===== src/rtl/rom_burst_pkg.sv =====
package rom_burst_pkg;

  typedef enum logic [2:0] {
    PH_IDLE  = 3'd0,
    PH_BYTE  = 3'd1,
    PH_BEAT  = 3'd2,
    PH_TAIL  = 3'd3,
    PH_LOCK  = 3'd4
  } phase_e;

  // cycles spent on one byte access for a latency value
  function automatic int unsigned slot_len(input int unsigned lat);
    return lat + 2;
  endfunction

  // cycles for a full beat: all byte slots plus beat overhead
  function automatic int unsigned beat_len(input int unsigned lat,
                                           input int unsigned nbytes,
                                           input int unsigned ovh);
    return nbytes * slot_len(lat) + ovh;
  endfunction

  // cycles bus_free stays low for one burst
  function automatic int unsigned burst_len(input int unsigned lat,
                                            input int unsigned nbytes,
                                            input int unsigned nbeats,
                                            input int unsigned ovh,
                                            input int unsigned tail,
                                            input int unsigned lock);
    return nbeats * beat_len(lat, nbytes, ovh) + tail + lock;
  endfunction

endpackage


===== src/rtl/rb_phase_timer.sv =====
module rb_phase_timer #(
  parameter int CW = 5
) (
  input  logic          clk,
  input  logic          rst_n,
  input  logic          load,
  input  logic [CW-1:0] load_val,
  output logic          expired
);
  logic [CW-1:0] cnt;

  always_ff @(posedge clk or negedge rst_n) begin
    if (!rst_n)          cnt <= '0;
    else if (load)       cnt <= load_val;
    else if (cnt != '0)  cnt <= cnt - 1'b1;
  end

  assign expired = (cnt == '0);
endmodule


===== src/rtl/rb_burst_ctrl.sv =====
module rb_burst_ctrl
  import rom_burst_pkg::*;
#(
  parameter int LAT_W  = 4,
  parameter int BEATS  = 4,
  parameter int BPB    = 8,
  parameter int OVH    = 3,
  parameter int TAIL   = 5,
  parameter int LOCK   = 2,
  localparam int CW    = LAT_W + 1,
  localparam int BTW   = $clog2(BEATS),
  localparam int BYW   = $clog2(BPB)
) (
  input  logic             clk,
  input  logic             rst_n,
  input  logic             req,
  input  logic [LAT_W-1:0] lat_cfg,
  output phase_e           phase,
  output logic [BTW-1:0]   beat_idx,
  output logic [BYW-1:0]   byte_idx,
  output logic             accept,
  output logic             byte_done,
  output logic             beat_end
);
  logic [LAT_W-1:0] lat_q;
  logic             tmr_load;
  logic [CW-1:0]    tmr_val;
  logic             tmr_exp;
  phase_e           phase_nx;

  rb_phase_timer #(.CW(CW)) u_tmr (
    .clk      (clk),
    .rst_n    (rst_n),
    .load     (tmr_load),
    .load_val (tmr_val),
    .expired  (tmr_exp)
  );

  assign accept    = (phase == PH_IDLE) && req;
  assign byte_done = (phase == PH_BYTE) && tmr_exp;
  assign beat_end  = (phase == PH_BEAT) && tmr_exp;

  always_comb begin
    phase_nx = phase;
    tmr_load = 1'b0;
    tmr_val  = '0;
    unique case (phase)
      PH_IDLE: if (req) begin
        phase_nx = PH_BYTE;
        tmr_load = 1'b1;
        tmr_val  = {1'b0, lat_cfg} + 1'b1;
      end
      PH_BYTE: if (tmr_exp) begin
        tmr_load = 1'b1;
        if (byte_idx == BYW'(BPB - 1)) begin
          phase_nx = PH_BEAT;
          tmr_val  = CW'(OVH - 1);
        end else begin
          tmr_val  = {1'b0, lat_q} + 1'b1;
        end
      end
      PH_BEAT: if (tmr_exp) begin
        tmr_load = 1'b1;
        if (beat_idx == BTW'(BEATS - 1)) begin
          phase_nx = PH_TAIL;
          tmr_val  = CW'(TAIL - 1);
        end else begin
          phase_nx = PH_BYTE;
          tmr_val  = {1'b0, lat_q} + 1'b1;
        end
      end
      PH_TAIL: if (tmr_exp) begin
        phase_nx = PH_LOCK;
        tmr_load = 1'b1;
        tmr_val  = CW'(LOCK - 1);
      end
      PH_LOCK: if (tmr_exp) phase_nx = PH_IDLE;
      default: phase_nx = PH_IDLE;
    endcase
  end

  always_ff @(posedge clk or negedge rst_n) begin
    if (!rst_n) begin
      phase    <= PH_IDLE;
      lat_q    <= '0;
      beat_idx <= '0;
      byte_idx <= '0;
    end else begin
      phase <= phase_nx;
      if (accept) begin
        lat_q    <= lat_cfg;
        beat_idx <= '0;
        byte_idx <= '0;
      end else begin
        if (byte_done) byte_idx <= byte_idx + 1'b1;
        if (beat_end && beat_idx != BTW'(BEATS - 1)) beat_idx <= beat_idx + 1'b1;
      end
    end
  end
endmodule


===== src/rtl/rb_beat_packer.sv =====
module rb_beat_packer #(
  parameter int DW = 64,
  parameter int RW = 8
) (
  input  logic          clk,
  input  logic          rst_n,
  input  logic          shift_en,
  input  logic [RW-1:0] din,
  output logic [DW-1:0] beat
);
  // earliest byte ends up in the top lane after a full beat
  always_ff @(posedge clk or negedge rst_n) begin
    if (!rst_n)        beat <= '0;
    else if (shift_en) beat <= {beat[DW-RW-1:0], din};
  end
endmodule


===== src/rtl/rom_burst_seq.sv =====
module rom_burst_seq
  import rom_burst_pkg::*;
#(
  parameter int AW    = 20,
  parameter int DW    = 64,
  parameter int RW    = 8,
  parameter int LAT_W = 4,
  parameter int BEATS = 4,
  parameter int OVH   = 3,
  parameter int TAIL  = 5,
  parameter int LOCK  = 2,
  localparam int BPB  = DW / RW,
  localparam int LSB  = $clog2(BEATS) + $clog2(BPB),
  localparam int LW   = AW - LSB
) (
  input  logic             clk,
  input  logic             rst_n,
  input  logic             req,
  input  logic [LW-1:0]    req_line,
  input  logic [LAT_W-1:0] lat_cfg,
  output logic             ack,
  output logic [AW-1:0]    rom_addr,
  output logic             rom_cs,
  output logic             rom_oe,
  input  logic [RW-1:0]    rom_data,
  output logic             beat_valid,
  output logic [DW-1:0]    beat_data,
  output logic             bus_free
);
  localparam int BTW = $clog2(BEATS);
  localparam int BYW = $clog2(BPB);

  phase_e         phase;
  logic [BTW-1:0] beat_idx;
  logic [BYW-1:0] byte_idx;
  logic           accept;
  logic           slot_last;
  logic           beat_end;
  logic           in_lock;
  logic [LW-1:0]  line_q;

  rb_burst_ctrl #(
    .LAT_W (LAT_W), .BEATS (BEATS), .BPB (BPB),
    .OVH (OVH), .TAIL (TAIL), .LOCK (LOCK)
  ) u_ctrl (
    .clk       (clk),
    .rst_n     (rst_n),
    .req       (req),
    .lat_cfg   (lat_cfg),
    .phase     (phase),
    .beat_idx  (beat_idx),
    .byte_idx  (byte_idx),
    .accept    (accept),
    .byte_done (slot_last),
    .beat_end  (beat_end)
  );

  rb_beat_packer #(.DW(DW), .RW(RW)) u_pack (
    .clk      (clk),
    .rst_n    (rst_n),
    .shift_en (slot_last),
    .din      (rom_data),
    .beat     (beat_data)
  );

  always_ff @(posedge clk or negedge rst_n) begin
    if (!rst_n)      line_q <= '0;
    else if (accept) line_q <= req_line;
  end

  assign in_lock    = (phase == PH_LOCK);
  assign rom_addr   = {line_q, beat_idx, byte_idx};
  assign rom_cs     = (phase == PH_BYTE);
  assign rom_oe     = (phase == PH_BYTE);
  assign beat_valid = beat_end;
  assign ack        = beat_end && (beat_idx == BTW'(BEATS - 1));
  assign bus_free   = (phase == PH_IDLE);
endmodule


===== config.mk =====
export PLATFORM = sky130hd
export DESIGN_NAME = rom_burst_seq
export DESIGN_NICKNAME = d
export VERILOG_FILES = /design/src/rtl/rom_burst_pkg.sv /design/src/rtl/rb_phase_timer.sv /design/src/rtl/rb_burst_ctrl.sv /design/src/rtl/rb_beat_packer.sv /design/src/rtl/rom_burst_seq.sv
export SDC_FILE = /design/constraint.sdc
export NUM_CORES = 1
export LEC_CHECK = 0
export CAP_MARGIN = 20
export CORE_MARGIN = 1.5
export CORE_UTILIZATION = 49
export DETAILED_ROUTE_END_ITERATION = 8
export GPL_TIMING_DRIVEN = 1
export PLACE_DENSITY = 0.78
export SETUP_SLACK_MARGIN = 0.1
export SLEW_MARGIN = 20
export SYNTH_ARGS = -nofsm -noshare
export SYNTH_HDL_FRONTEND = slang
export SYNTH_HIERARCHICAL = 1
export SYNTH_SLANG_ARGS = --single-unit

===== constraint.sdc =====
create_clock -name clk -period 3.2 [get_ports clk]
set_input_delay 0.64 -clock clk [delete_from_list [all_inputs] [get_ports clk]]
set_output_delay 0.64 -clock clk [all_outputs]
set_load 0.005 [all_outputs]

==> results_dict.tcl <==
set metrics [dict create \
    status "finished, final reports clean" \
    p_per_area_nw_per_um2 969 \
    setup_violations 0 \
    clock_latency_ns 0.35 \
    vias 2610 \
    r2r_slack_ns 0.70 \
    grt_start_max_net_pins 97 \
    yosysWarningCount 6 \
    cts.sinks 96 \
    numPlacedInstances 497 \
    port_buffers 118 \
    num_rows 34 \
    cts_hold_buf 0 \
    final_cell_mix "117 x clkdlybuf4s50_1, 96 x dfrtp_1, 70 x mux2_4, 12 x mux2_2, 10 x clkbuf_8" \
    synth_top_area_frac 0.542 \
    synth_cell_types 43 \
    period_needed_ns 2.93 \
    clock_path_buffers 2 \
    core_sq_um 8760 \
    r2r_cells 7 \
    path_class "flop to primary output" \
    fill_cells 669 \
    hp-class "input pin to async pin" \
    drive_gt1_frac 0.281 \
    cts_tree "built" \
    grt_pass1_vias 2692 \
    die_y_um 98.1 \
    crit_arrival_ns 2.29 \
    dieArea_sq_um 9630 \
    grt_overflow 0 \
    cts_made_buffers 9 \
    fin_nets 437 \
    syn_inst 281 \
    avgSynthCellArea_sq_um 15.8 \
    fp.dieW_um 98.1 \
    synth_fp_nets 317 \
    final_util 0.664 \
    synth.area.top_cells "dfrtp_1 54%, mux2_4 24%, buf_12 3.2%" \
    pre_cts_ws_ns 0.593 \
    drtIter0Drc 87 \
    ioPinCount 119 \
    setup_tns_ns 0 \
    critical_path_required_ns 2.56 \
    yosys.area.top_type "dfrtp_1" \
    fin_crit_sh 0.914 \
    cp_slowest_stage_delay_ns 0.50 \
    path_cells "inv_1 > ha_1 > nor4b_4 > nand4bb_1 > inv_2 > and3_1 > clkdlybuf4s50_1" \
    fin_ws_ns 0.274 \
    yosysSeqAreaShare 0.542 \
    r2r-start "u_ctrl/u_tmr/cnt[0]" \
    grt_usage 0.180 \
    maxCapViolCount 0 \
    syn-cell-area_sq_um 4430 \
    cp-start-kind "flop" \
    cts.clk_slew.worst_paths_ns 0.09 \
    start_util 0.506 \
    place_congestion 0.804 \
    ant_nets 0 \
    leakagePower_nw 2.60 \
    drv_slew 0 \
    path_max_fanout 6 \
    finalWirelength_um 8330 \
    drc 0 \
    place_hpwl_um 5820 \
    ff_latch_area_sq_um 2400 \
    yosys_register_bits 96 \
    finalClockSkew_ns 0.0129 \
    antenna_found_initial 0 \
    critPathSlowestCell "clkdlybuf4s50_1" \
    multi_input_area_sq_um 1800 \
    rsz0062_at_grt "false" \
    clock-root-buffer "clkbuf_8" \
    hold_viol_final 0 \
    max_slew_margin 0.527 \
    vias_per_cell 5.09 \
    r2r_end "u_pack/beat[63]" \
    worstMarginPinSlew_ns 0.709 \
    syn2layout_area_growth_pct 31.2 \
    antenna_cells 0 \
    fin_cells 513 \
    cp-end-kind "primary output" \
    htreeDepth 3 \
    mostFrequentLayoutCell "clkdlybuf4s50_1" \
    firstDrtPassIters 4 \
    fmax_mhz 342 \
    critPathTopFamily "buffers and inverters" \
    grt_pass1_wl_um 13800 \
    cp.depth 7 \
    peakVddDrop_v 0.000851 \
    path_buf_inv 3 \
    post_drt_wl_per_cell_um 16.2 \
]
flip-flops by register name (all words and copies together) (netlist names):
| signal | count |
|---|---|
| u_pack/beat | 64 |
| line_q | 15 |
| u_ctrl/u_tmr/cnt | 5 |
| u_ctrl/lat_q | 4 |
| u_ctrl/byte_idx | 3 |
| u_ctrl/phase | 3 |
| u_ctrl/beat_idx | 2 |
worst max-delay path by stage:
stage	from	slack, ns	to
floorplan	u_ctrl/u_tmr/cnt[0]	0.94	ack
global placement	u_ctrl/u_tmr/cnt[0]	0.67	ack
detailed placement	u_ctrl/u_tmr/cnt[0]	0.59	ack
CTS	u_ctrl/u_tmr/cnt[0]	0.17	ack
global route	u_ctrl/u_tmr/cnt[0]	0.11	ack
finish	u_ctrl/u_tmr/cnt[0]	0.27	ack
synth_stat cells (all sizes together):
| cell | count |
|---|---|
| nand2 | 9 |
| and3 | 2 |
| nand2b | 2 |
| xor2 | 3 |
| nor3 | 2 |
| and4bb | 1 |
| ha | 6 |
| nor3b | 3 |
| o31a | 1 |
| o21ai | 11 |
| nand4b | 1 |
| nand3b | 3 |
| clkbuf | 1 |
| nor4b | 2 |
| o2bb2ai | 1 |
| nand4 | 1 |
| and2b | 1 |
| inv | 6 |
| nor2b | 1 |
| nand3 | 5 |
| o22ai | 1 |
| a21oi | 6 |
| nor2 | 2 |
| o31ai | 3 |
| a22o | 2 |
| dfrtp | 96 |
| a21o | 1 |
| xnor2 | 4 |
| buf | 15 |
| nand4bb | 1 |
| or3 | 1 |
| mux2 | 85 |
| a31oi | 1 |
| a31o | 1 |
routing by layer:
metal | routed length (um) | track usage
met1 | 3910 | 0.249
met5 | 0 | 0
met2 | 3780 | 0.269
met4 | 167 | 0.0769
met3 | 472 | 0.0451
layout make-up:
type / instances / area share
Clock buffer: 10 / 0.0237
Inverter: 6 / 0.00387
Tap cell: 108 / 0.0232
Sequential cell: 96 / 0.413
Multi-Input combinational cell: 163 / 0.309
Timing Repair Buffer: 125 / 0.216
Clock inverter: 5 / 0.0114
metrics by stage:
| stage | power (mW) | hold WS (ns) | instance area [sq um] |
|---|---|---|---|
| 2_1_floorplan | 3.78 | 0.344 | 4430 |
| 3_3_place_gp | 4.76 | 0.490 | 5600 |
| 3_5_place_dp | 4.87 | 0.497 | 5600 |
| 4_1_cts | 5.70 | 0.333 | 5810 |
| 5_1_grt | 5.97 | 0.364 | 5820 |
| 6_report | 5.64 | 0.292 | 5820 |
report_power, final:
part,leakage [nW],switching (mW),internal (mW)
clock network,0.100,0.421,0.387
registers,1.23,0.424,1.71
logic,1.27,0.860,1.83
total,2.60,1.70,3.93
cell families (layout without fill, tap and decap cells):
group | count (synthesis) | count (layout) | synth area share
multiplexers | 85 | 85 | 0.275
buffers and inverters | 22 | 146 | 0.0539
AO/OA/AOI/OAI | 28 | 28 | 0.0404
flip-flops | 96 | 96 | 0.542
AND/OR/NAND/NOR | 37 | 37 | 0.0579
XOR/XNOR | 7 | 7 | 0.0138
adder cells (fa/ha/maj) | 6 | 6 | 0.0169
repair_timing:
action / 4_1_cts / 5_1_grt
gates resized for setup: 0 / 1
buffers inserted: 0 / 1
endpoints found under the setup margin: 0 / 1
Power figures use the tool's default switching activity.
